--- config.mk ---
export PLATFORM = sky130hd
export DESIGN_NAME = uart9_addr_port
export DESIGN_NICKNAME = d
export VERILOG_FILES = /design/src/rtl/uart9_pkg.sv /design/src/rtl/uart9_tx.sv /design/src/rtl/uart9_rx.sv /design/src/rtl/uart9_addr_match.sv /design/src/rtl/uart9_addr_port.sv
export SDC_FILE = /design/constraint.sdc
export NUM_CORES = 1
export LEC_CHECK = 0
export ABC_AREA = 1
export BUFFER_PORTS_ARGS = -buffer_cell sky130_fd_sc_hd__clkbuf_2
export CAP_MARGIN = 5
export CORE_ASPECT_RATIO = 0.7
export CORE_MARGIN = 2
export CORE_UTILIZATION = 61
export DETAILED_ROUTE_END_ITERATION = 7
export PLACE_DENSITY = 0.95
export SKIP_CTS_REPAIR_TIMING = 1
export SYNTH_ARGS = -nofsm -noshare
export SYNTH_HDL_FRONTEND = slang
export SYNTH_SLANG_ARGS = --single-unit
--- constraint.sdc ---
create_clock -name clk -period 2.3 [get_ports clk]
set_input_delay 0.23 -clock clk [delete_from_list [all_inputs] [get_ports clk]]
set_output_delay 0.23 -clock clk [all_outputs]
set_load 0.005 [all_outputs]
--- src/rtl/uart9_pkg.sv ---
package uart9_pkg;

   typedef enum logic [1:0] {
      TX_IDLE  = 2'd0,
      TX_SHIFT = 2'd1,
      TX_STOP  = 2'd2
   } tx_state_e;

   typedef enum logic [1:0] {
      RX_IDLE  = 2'd0,
      RX_START = 2'd1,
      RX_BITS  = 2'd2,
      RX_STOP  = 2'd3
   } rx_state_e;

   function automatic logic vote3(input logic [2:0] s);
      return (s[0] & s[1]) | (s[0] & s[2]) | (s[1] & s[2]);
   endfunction

endpackage

--- src/rtl/uart9_tx.sv ---
module uart9_tx
   import uart9_pkg::*;
#(
   parameter int DATA_W = 8,
   parameter int OVS    = 16
) (
   input  logic              clk,
   input  logic              rst_n,
   input  logic              tick,
   input  logic              wr,
   input  logic [DATA_W-1:0] din,
   input  logic              bit9,
   output logic              line,
   output logic              done_set
);
   localparam int CW      = $clog2(OVS);
   localparam int NSH     = DATA_W + 2;
   localparam int IW      = $clog2(NSH);
   localparam logic [CW-1:0] CNT_LAST = CW'(OVS - 1);
   localparam logic [IW-1:0] IDX_LAST = IW'(NSH - 1);

   tx_state_e        state;
   logic [CW-1:0]    cnt;
   logic [IW-1:0]    idx;
   logic [NSH-1:0]   sh;
   logic             bit_end;

   assign bit_end  = tick && (cnt == CNT_LAST);
   assign done_set = (state == TX_SHIFT) && bit_end && (idx == IDX_LAST);
   assign line     = (state == TX_SHIFT) ? sh[0] : 1'b1;

   always_ff @(posedge clk or negedge rst_n) begin
      if (!rst_n) begin
         state <= TX_IDLE;
         cnt   <= '0;
         idx   <= '0;
         sh    <= '1;
      end else begin
         case (state)
            TX_IDLE: begin
               if (wr) begin
                  sh    <= {bit9, din, 1'b0};
                  cnt   <= '0;
                  idx   <= '0;
                  state <= TX_SHIFT;
               end
            end
            TX_SHIFT: begin
               if (bit_end) begin
                  cnt <= '0;
                  if (idx == IDX_LAST) begin
                     state <= TX_STOP;
                  end else begin
                     sh  <= {1'b1, sh[NSH-1:1]};
                     idx <= idx + 1'b1;
                  end
               end else if (tick) begin
                  cnt <= cnt + 1'b1;
               end
            end
            TX_STOP: begin
               if (bit_end) begin
                  cnt   <= '0;
                  state <= TX_IDLE;
               end else if (tick) begin
                  cnt <= cnt + 1'b1;
               end
            end
            default: state <= TX_IDLE;
         endcase
      end
   end

endmodule

--- src/rtl/uart9_rx.sv ---
module uart9_rx
   import uart9_pkg::*;
#(
   parameter int DATA_W      = 8,
   parameter int OVS         = 16,
   parameter int SYNC_STAGES = 2,
   parameter bit MAJORITY    = 1'b1
) (
   input  logic              clk,
   input  logic              rst_n,
   input  logic              tick,
   input  logic              pin,
   input  logic              enable,
   output logic              frm_valid,
   output logic [DATA_W-1:0] frm_data,
   output logic              frm_bit9
);
   localparam int CW = $clog2(OVS);
   localparam int RW = $clog2(DATA_W + 1);
   localparam logic [CW-1:0] CNT_LAST = CW'(OVS - 1);
   localparam logic [CW-1:0] CNT_MID  = CW'(OVS / 2);
   localparam logic [CW-1:0] CNT_PRE  = CW'(OVS / 2 - 1);
   localparam logic [CW-1:0] CNT_POST = CW'(OVS / 2 + 1);
   localparam logic [RW-1:0] IDX_LAST = RW'(DATA_W);

   logic [SYNC_STAGES-1:0] sync_q;
   logic                   line;

   always_ff @(posedge clk or negedge rst_n) begin
      if (!rst_n) sync_q <= '1;
      else        sync_q <= {sync_q[SYNC_STAGES-2:0], pin};
   end
   assign line = sync_q[SYNC_STAGES-1];

   rx_state_e       state;
   logic [CW-1:0]   cnt;
   logic [RW-1:0]   idx;
   logic [DATA_W:0] sh;
   logic [2:0]      votes;
   logic            armed;
   logic            bit_val;

   generate
      if (MAJORITY) begin : g_vote
         assign bit_val = vote3(votes);
      end else begin : g_centre
         logic unused_side;
         assign unused_side = votes[0] ^ votes[2];
         assign bit_val     = votes[1];
      end
   endgenerate

   assign frm_data = sh[DATA_W-1:0];
   assign frm_bit9 = sh[DATA_W];

   always_ff @(posedge clk or negedge rst_n) begin
      if (!rst_n) begin
         state     <= RX_IDLE;
         cnt       <= '0;
         idx       <= '0;
         sh        <= '0;
         votes     <= '0;
         armed     <= 1'b0;
         frm_valid <= 1'b0;
      end else begin
         frm_valid <= 1'b0;
         case (state)
            RX_IDLE: begin
               if (tick) begin
                  armed <= line;
                  if (enable && armed && !line) begin
                     cnt   <= '0;
                     state <= RX_START;
                  end
               end
            end
            RX_START: begin
               if (tick) begin
                  if ((cnt == CNT_MID) && line) begin
                     armed <= 1'b1;
                     state <= RX_IDLE;
                  end else if (cnt == CNT_LAST) begin
                     cnt   <= '0;
                     idx   <= '0;
                     state <= RX_BITS;
                  end else begin
                     cnt <= cnt + 1'b1;
                  end
               end
            end
            RX_BITS: begin
               if (tick) begin
                  if (cnt == CNT_PRE)  votes[0] <= line;
                  if (cnt == CNT_MID)  votes[1] <= line;
                  if (cnt == CNT_POST) votes[2] <= line;
                  if (cnt == CNT_LAST) begin
                     cnt <= '0;
                     sh  <= {bit_val, sh[DATA_W:1]};
                     if (idx == IDX_LAST) state <= RX_STOP;
                     else                 idx   <= idx + 1'b1;
                  end else begin
                     cnt <= cnt + 1'b1;
                  end
               end
            end
            RX_STOP: begin
               if (tick) begin
                  if (cnt == CNT_MID) begin
                     frm_valid <= 1'b1;
                     armed     <= 1'b0;
                     state     <= RX_IDLE;
                  end else begin
                     cnt <= cnt + 1'b1;
                  end
               end
            end
            default: state <= RX_IDLE;
         endcase
      end
   end

endmodule

--- src/rtl/uart9_addr_match.sv ---
module uart9_addr_match #(
   parameter int DATA_W = 8
) (
   input  logic [DATA_W-1:0] rx_byte,
   input  logic [DATA_W-1:0] own,
   input  logic [DATA_W-1:0] mask,
   input  logic [DATA_W-1:0] bcast,
   output logic              hit
);
   logic [DATA_W-1:0] own_ok;
   logic [DATA_W-1:0] bc_ok;

   generate
      for (genvar i = 0; i < DATA_W; i++) begin : g_bit
         assign own_ok[i] = ~mask[i] | (rx_byte[i] ~^ own[i]);
         assign bc_ok[i]  = ~mask[i] | (rx_byte[i] ~^ bcast[i]);
      end
   endgenerate

   assign hit = (&own_ok) | (&bc_ok);

endmodule

--- src/rtl/uart9_addr_port.sv ---
module uart9_addr_port
   import uart9_pkg::*;
#(
   parameter int DATA_W      = 8,
   parameter int OVS         = 16,
   parameter int SYNC_STAGES = 2,
   parameter bit MAJORITY    = 1'b1
) (
   input  logic              clk,
   input  logic              rst_n,
   input  logic              baud_tick,
   input  logic [DATA_W-1:0] tx_data,
   input  logic              tx_bit9,
   input  logic              tx_write,
   input  logic              tx_done_clr,
   output logic              tx_pin,
   input  logic              rx_pin,
   input  logic              rx_enable,
   input  logic              mp_mode,
   input  logic [DATA_W-1:0] own_addr,
   input  logic [DATA_W-1:0] addr_mask,
   input  logic [DATA_W-1:0] bcast_addr,
   input  logic              rx_done_clr,
   output logic [DATA_W-1:0] rx_data,
   output logic              rx_bit9,
   output logic              tx_done,
   output logic              rx_done,
   output logic              irq
);
   generate
      if (OVS < 4) begin : g_bad_ovs
         $error("OVS must be at least 4");
      end
      if (DATA_W < 1) begin : g_bad_width
         $error("DATA_W must be at least 1");
      end
      if (SYNC_STAGES < 2) begin : g_bad_sync
         $error("SYNC_STAGES must be at least 2");
      end
   endgenerate

   logic              tx_set;
   logic              frm_valid;
   logic [DATA_W-1:0] frm_data;
   logic              frm_bit9;
   logic              addr_hit;
   logic              load;

   uart9_tx #(.DATA_W(DATA_W), .OVS(OVS)) u_tx (
      .clk      (clk),
      .rst_n    (rst_n),
      .tick     (baud_tick),
      .wr       (tx_write),
      .din      (tx_data),
      .bit9     (tx_bit9),
      .line     (tx_pin),
      .done_set (tx_set)
   );

   uart9_rx #(
      .DATA_W(DATA_W), .OVS(OVS), .SYNC_STAGES(SYNC_STAGES), .MAJORITY(MAJORITY)
   ) u_rx (
      .clk       (clk),
      .rst_n     (rst_n),
      .tick      (baud_tick),
      .pin       (rx_pin),
      .enable    (rx_enable),
      .frm_valid (frm_valid),
      .frm_data  (frm_data),
      .frm_bit9  (frm_bit9)
   );

   uart9_addr_match #(.DATA_W(DATA_W)) u_match (
      .rx_byte (frm_data),
      .own     (own_addr),
      .mask    (addr_mask),
      .bcast   (bcast_addr),
      .hit     (addr_hit)
   );

   assign load = frm_valid && !rx_done && (!mp_mode || (frm_bit9 && addr_hit));

   always_ff @(posedge clk or negedge rst_n) begin
      if (!rst_n) begin
         tx_done <= 1'b0;
         rx_done <= 1'b0;
         rx_data <= '0;
         rx_bit9 <= 1'b0;
      end else begin
         if (tx_set)           tx_done <= 1'b1;
         else if (tx_done_clr) tx_done <= 1'b0;
         if (load) begin
            rx_done <= 1'b1;
            rx_data <= frm_data;
            rx_bit9 <= frm_bit9;
         end else if (rx_done_clr) begin
            rx_done <= 1'b0;
         end
      end
   end

   assign irq = tx_done | rx_done;

endmodule

==> reports/metrics.csv, run 1 <==
stage,metric,value,unit
run_status,status,"finished, final reports clean",
routing,Detailed Routing Iterations Pass 1,5,
sta,Slew HR,53.3,%
floorplanning,num ports,55,
routing,Via density,5.50,
cts,CTS buffer count,9,
global_routing,Global Route met3 Usage,7.33,%
sta,min Tclk post-route,1930,ps
placed_design,placed insts,536,
pwr,Tot Pwr,4.55,mW
synth,post-synthesis sequential area ratio,44.4,%
synth,"flops & latches, synth",57,
cts,maximum clock path buffer count,2,
synth,"Avg Cell Area, Syn",7.87,um^2
sta,Setup Viol. Count Final,0,
finish,nets@finish,535,
finish,area grow syn2layout,17.9,%
critical_path,Crit Path Max Fanout,20,
sta,Clock Skew,9.31,ps
critical_path,Max stage delay on crit path,420,ps
cts,Root Buffer,clkbuf_8,
critical_path,crit path cell chain,inv_1 -> ha_2 -> nand2_1 -> inv_1 -> nand3_2 -> inv_2 -> nor2_2 -> buf_4 -> o31ai_2,
routing,DRC,0,
floorplanning,Initial Util,62.7,%
routing,final antenna-violating net count,0,
pwr,PD cells,1190,nW/um^2
finish,layout cells sized above 1,23.0,%
global_routing,total gr overflow,0,
hold_path,worst hold stages,2,
synth,Syn. warnings,0,
synth,syn_nets,470,
critical_path,Critical-path top delay cell,dfrtp_1,
global_routing,grt met1 use,33.8,%
routing,final wirelength,8.00,mm
sta,final slew viol count,0,
sta,unrepaired setup endpoints after global routing,false,
cts,CTS clock-pin slew for the worst setup and hold paths,70,ps
synth,Synth Instances,412,
cts,Worst-Skew Late Latency,350,ps
critical_path,r2r worst-path depth,9,
global_routing,initial antenna violation count,0,
finish,n_diodes,0,
critical_path,CP Class,flip-flop to flip-flop,
finish,area occupied by registers,1440,um^2
global_routing,largest net degree at the start of global routing,22,
synth,share of the synthesized area in the top cell type,34.7,%
placed_design,routability cong.,0.902,
synth,synth top area cells,"dfrtp_1 (35%), nand2_1 (13%), dfstp_2 (9.7%), inv_1 (6.9%), nand3_1 (6.5%)",
critical_path,Critical Path AT,2190,ps
sta,final hold violations,0,
placed_design,Post-DP HPWL,5.81,mm
floorplanning,Die Wd,91.2,um
global_routing,GRT Max-Usage Layer,met2,
global_routing,Tot GR Track Use,28.8,%
cts,CTS tree,done,
cts,H-tree levels,3,
pwr,Leak Pwr,2.04,nW
pwr,Worst VDD drop,0.000612,V
global_routing,vias in the first global route,2996,
sta,post-route setup TNS,0,ps
cts,clock sinks,57,
finish,area of the multi-input gates,1520,um^2
routing,DRT iter0 DRCs,301,
routing,drt wl/cell,14.4,um
placed_design,Port Buffer Count,54,
hold_path,Hold Crit Class,input port to flip-flop,
floorplanning,number of core rows,22,
critical_path,R2R setup slack,370,ps
floorplanning,Core Box Area,5170,um^2
finish,Finished Layout Cells,554,
critical_path,Worst setup EP type,flip-flop,
sta,Worst-Margin Slew,699,ps
synth,Synth Cell Area,3240,um^2
synth,cell taking the most area after synthesis,dfrtp_1,
sta,fin crit share,84.1,%
job,number of max-cap violations,0,
sta,fmax,517,MHz
critical_path,crit start category,flip-flop,
global_routing,grt met2 use,49.6,%
floorplanning,Die Y-Extent,65.0,um
synth,Unique masters post-synth,33,
global_routing,first-pass GRT wire length,13.2,mm
floorplanning,Die ar.,5930,um^2
routing,vias,3048,
critical_path,critical path's most frequent cell,inv_1,
finish,fillers,402,
critical_path,critical path required time,2550,ps
-- critical path, delay by kind of cell (launching register included) --
| family | cells | cell delay (ps) |
|---|---|---|
| buffers and inverters | 4 | 520 |
| DFF | 1 | 420 |
| adders and majority gates | 1 | 370 |
| and+or+nand+nor | 3 | 280 |
| AOI/OAI and AO/OA | 1 | 250 |
-- flip-flops by register name (all words and copies together), names as in the netlist, named ones only --
| signal | count |
|---|---|
| u_tx.sh | 10 |
| u_rx.sync_q | 2 |
| rx_done | 1 |
| tx_done | 1 |
| rx_data | 8 |
| u_rx.idx | 4 |
| u_rx.votes | 3 |
| u_tx.state | 2 |
| u_rx.cnt | 4 |
| u_rx.sh | 9 |
| u_rx.frm_valid | 1 |
| u_tx.idx | 4 |
| u_rx.armed | 1 |
| u_rx.state | 1 |
| rx_bit9 | 1 |
| u_tx.cnt | 4 |
-- cells in the final DEF, fill, tap and decap left out, types with 3 or more instances in the layout --
master / netlist / final
clkbuf_8: 1 / 9
o31ai_2: 9 / 9
dfrtp_1: 45 / 45
a21oi_1: 9 / 9
inv_1: 60 / 60
nor2_1: 35 / 35
ha_1: 16 / 15
inv_2: 3 / 3
nand2_2: 5 / 5
nor2_2: 3 / 3
nor3_1: 4 / 4
nand2_1: 116 / 116
buf_4: 0 / 3
a31oi_1: 3 / 3
nand3_1: 42 / 42
o21ai_0: 27 / 27
dfstp_2: 12 / 12
clkinv_4: 0 / 3
clkbuf_2: 0 / 54
-- final cells by class --
type,instances,area share [%]
multi-input cells,287,39.7
flip-flops and latches,57,37.7
repair buffers,59,8.18
inverters,63,6.18
clock buffers,9,3.24
clock inverters,7,2.68
well taps,72,2.36
-- kinds of logic (layout without fill, tap and decap cells) --
kind of cell	after synthesis	count (layout)	synth area share, %
simple gates	212	212	28.0
buf+inv	68	138	8.91
flops	57	57	44.4
compound gates	55	55	11.3
fa+ha+maj	16	16	6.17
xor+xnor	3	3	0.810
mux	1	1	0.309
-- layer usage --
layer | part of all wire, % | wire length [um] | vias up
met5 | 0 | 0 | -
met4 | 3.8 | 303 | 0
met3 | 6.1 | 487 | 33
met2 | 49 | 3920 | 139
met1 | 41 | 3290 | 1428
li1 | - | - | 1448
-- through the flow --
stage          cell area, um^2  utilization (%)  hold WS (ps)  worst slack, ps
2_1_floorplan             3240                -         -65.6              777
3_3_place_gp              3570             69.1           229              502
3_5_place_dp              3570             69.1           237              285
4_1_cts                   3800             73.5          -132              231
5_1_grt                   3820             73.9          71.0              185
6_report                  3820             73.9          77.2              366
-- final timing paths --
kind	startpoint	endpoint
min in group asynchronous	rst_n	u_rx.sh[6]
setup reg to reg	u_tx.state[1]	u_tx.sh[1]
hold / removal	rx_done_clr	rx_done
max in group asynchronous	rst_n	u_tx.sh[9]
setup / recovery	u_tx.state[1]	u_tx.sh[1]
hold reg to reg	u_rx.sync_q[0]	u_rx.sync_q[1]
-- cell usage after synthesis, drive strengths merged --
| master | instances |
|---|---|
| inv | 63 |
| nor3 | 4 |
| nand2 | 121 |
| a31oi | 3 |
| xnor2 | 1 |
| nor3b | 1 |
| and3 | 2 |
| nand4 | 2 |
| mux2i | 1 |
| ha | 16 |
| dfrtp | 45 |
| o22ai | 1 |
| o31ai | 11 |
| xor2 | 2 |
| o32ai | 1 |
| clkbuf | 1 |
| a21oi | 10 |
| nand3 | 43 |
| nor2 | 38 |
| buf | 4 |
| dfstp | 12 |
| o21ai | 29 |
| nand3b | 1 |
-- where the power goes --
part / switching (mW) / internal, mW
clock network: 0.435 / 0.618
registers: 0.323 / 1.42
logic: 1.13 / 0.626
Note: power is estimated with default switching activity, not from simulation.
==> run 2: changes to the inputs <==
--- a/config.mk
+++ b/config.mk
@@ -10,9 +10,9 @@
 export CAP_MARGIN = 5
 export CORE_ASPECT_RATIO = 0.7
 export CORE_MARGIN = 2
-export CORE_UTILIZATION = 61
+export CORE_UTILIZATION = 56
 export DETAILED_ROUTE_END_ITERATION = 7
-export PLACE_DENSITY = 0.95
+export PLACE_DENSITY = 0.9
 export SKIP_CTS_REPAIR_TIMING = 1
 export SYNTH_ARGS = -nofsm -noshare
 export SYNTH_HDL_FRONTEND = slang
==> constraint.sdc (replaced) <==
create_clock -name clk -period 1.82 [get_ports clk]
set_input_delay 0.182 -clock clk [delete_from_list [all_inputs] [get_ports clk]]
set_output_delay 0.182 -clock clk [all_outputs]
set_load 0.005 [all_outputs]
==> run 2 against run 1 <==
Against the previous run:
- clock skew is 2.2 ps higher
- maximum frequency is 13% higher
- hold slack worse by 65 ps
- critical path depth is 1 higher
- power is 30% higher
- routed wire length is 13% lower
- sequential power is 24% higher
- core utilization is 4.9 points lower
- die area is 8.4% higher
- sequential share of layout area is 0.86 points lower
- clock power is 42% higher
- global-route usage is 5.7 points lower
- largest cell class unchanged
- highest routed layer unchanged
==> reports/metrics.csv, run 2 (synthesis results as in run 1) <==
stage,metric,value,unit,change
run_status,status,"finished, final reports clean",,
critical_path,WP buf/inv,0,,-4
hold_path,worst hold stages,2,,unchanged
routing,vias,2880,,-5.5%
critical_path,Critical Path AT,1950,ps,-240 ps
critical_path,R2R setup slack,110,ps,-260 ps
routing,drt wl/cell,12.4,um,-14%
cts,CTS tree,done,,
sta,Worst-Margin Slew,336,ps,-363 ps
routing,Via density,5.14,,-6.5%
finish,area grow syn2layout,20.6,%,
floorplanning,Initial Util,57.2,%,-5.5 points
sta,Setup Viol. Count Final,0,,unchanged
floorplanning,num ports,55,,unchanged
critical_path,CP Class,flip-flop to flip-flop,,
global_routing,largest net degree at the start of global routing,58,,+160%
floorplanning,Die Y-Extent,67.7,um,+4.1%
critical_path,critical path's most frequent cell,nand2_1,,
floorplanning,number of core rows,23,,+4.5%
cts,maximum clock path buffer count,2,,unchanged
critical_path,r2r worst-path depth,10,,+1
finish,Finished Layout Cells,560,,+1.1%
routing,DRC,0,,unchanged
sta,fmax,584,MHz,+13%
critical_path,Max stage delay on crit path,400,ps,-20 ps
finish,"commonest non-fill, non-tap cell in the layout",nand2_1,,
pwr,Gate power share,38.1,%,-0.4 points
critical_path,crit start category,flip-flop,,
placed_design,placed insts,541,,+0.93%
sta,fin crit share,94.2,%,+10 points
global_routing,vias in the first global route,2663,,-11%
routing,DRT iter0 DRCs,95,,-68%
sta,final hold violations,0,,unchanged
critical_path,r2r endpoint,u_rx.idx[3],,
routing,final antenna-violating net count,0,,unchanged
floorplanning,Die ar.,6430,um^2,+8.4%
hold_path,hold_sp,rx_done_clr,,
finish,Biggest register,u_tx.sh,,
cts,H-tree levels,3,,unchanged
sta,Slew HR,77.4,%,+24 points
placed_design,routability cong.,0.901,,-0.16%
floorplanning,Die Wd,95.0,um,+4.2%
finish,nets@finish,538,,+0.56%
hold_path,Hold Crit Class,input port to flip-flop,,
pwr,sequential power share,36.6,%,-1.7 points
placed_design,pre-CTS WS,58.3,ps,-226 ps
finish,n_diodes,0,,unchanged
critical_path,RR Startpoint,u_rx.cnt[0],,
cts,CTS clock-pin slew for the worst setup and hold paths,70,ps,about the same
pwr,switch share,39.3,%,-2.1 points
pwr,Tot Pwr,5.92,mW,+30%
sta,final slew viol count,0,,unchanged
routing,final wirelength,6.95,mm,-13%
cts,Worst-Skew Late Latency,350,ps,about the same
critical_path,Worst setup EP type,flip-flop,,
pwr,Psw,2.33,mW,+23%
sta,Clock Skew,11.5,ps,+2.16 ps
pwr,Worst VDD drop,0.000974,V,+59%
hold_path,worst min-delay path endpoint,rx_done,,
global_routing,total gr overflow,0,,unchanged
cts,Root Buffer,clkbuf_8,,
cts,clock sinks,57,,unchanged
finish,max FFs per register,10,,unchanged
finish,layout cells sized above 1,24.5,%,+1.5 points
critical_path,critical path required time,2060,ps,-490 ps
placed_design,Post-DP HPWL,5.12,mm,-12%
critical_path,Crit Path Max Fanout,5,,-75%
pwr,PD cells,1510,nW/um^2,+27%
global_routing,Tot GR Track Use,23.1,%,-5.7 points
pwr,Leak Pwr,2.09,nW,+2.2%
global_routing,first-pass GRT wire length,11.3,mm,-14%
routing,Detailed Routing Iterations Pass 1,6,,+1
critical_path,crit path cell chain,ha_1 -> nand2_1 -> nor2_2 -> nand2_2 -> a21oi_4 -> nand2_2 -> nand2_1 -> nand2_1 -> o21ai_1 -> a21oi_1,,
finish,Largest regs,"u_tx.sh x10, u_rx.sh x9, rx_data x8",,
placed_design,Port Buffer Count,54,,unchanged
pwr,Internal,3.59,mW,+35%
sta,min setup slack post-route,106,ps,-260 ps
cts,CTS buffer count,9,,unchanged
critical_path,crit-path leading delay family,simple AND/OR/NAND/NOR gates,,
critical_path,Critical-path top delay cell,dfrtp_1,,
pwr,Clk pwr share,25.2,%,+2.1 points
sta,min Tclk post-route,1710,ps,-220 ps
global_routing,initial antenna violation count,0,,unchanged
finish,"commonest non-fill, non-tap cells in the layout","nand2_1 (116), inv_1 (57), clkbuf_2 (54), dfrtp_1 (45), nand3_1 (42)",,
floorplanning,Core Box Area,5670,um^2,+9.6%
job,number of max-cap violations,0,,unchanged
## run 2: cell types whose count changed in the layout (fill, tap and decap cells not counted), sizes merged
cell    change
clkinv      -2
bufinv      +1
buf         +3
inv         +1
## run 2: power groups by stage
| stage | Sequential, mW | Combinational (mW) | Clock (mW) |
|---|---|---|---|
| finish | 2.17 | 2.26 | 1.49 |
| global route | 2.23 | 2.60 | 1.57 |
| CTS | 2.17 | 2.19 | 1.51 |
| detailed placement | 2.19 | 2.16 | 0 |
| global placement | 2.17 | 2.04 | 0 |
| floorplan | 2.09 | 1.70 | 0 |
## run 2: worst max path at each step
stage                     slack, ps  depth (start not counted)           from           to
after detailed placement         60                         11  u_rx.state[0]  u_rx.cnt[2]
after CTS                        50                         11  u_rx.state[0]  u_rx.cnt[2]
after global routing            -80                          9      flip-flop    flip-flop
after global placement          200                         11  u_rx.state[0]  u_rx.cnt[2]
after floorplan                 300                         11  u_rx.state[0]  u_rx.cnt[2]
final                           110                         10    u_rx.cnt[0]  u_rx.idx[3]
## run 2: cell type report
class,count,area [um^2]
timing repair buffer,62,360
multi-input combinational,287,1530
sequential,57,1440
inverter,63,240
clock buffer,9,124
tap,75,93.8
fill,425,1760
clock inverter,7,125
## run 2: per-layer routing
metal  track usage, %  vias up  wire, um
met5                0        -         0
met1             28.7     1342      3060
met3             8.04       11       395
met2             38.1       76      3390
met4             7.97        0       108
li1                 -     1451         -
## run 2: through the flow
step	area [um^2]	TNS, ps	hold WS, ps	util (%)
after detailed placement	3620	0	209	63.8
after CTS	3870	0	-169	68.2
after global placement	3620	0	208	63.8
after global routing	3910	-94.7	8.75	69.0
final	3910	0	12.6	69.0
after floorplan	3240	0	-114	-
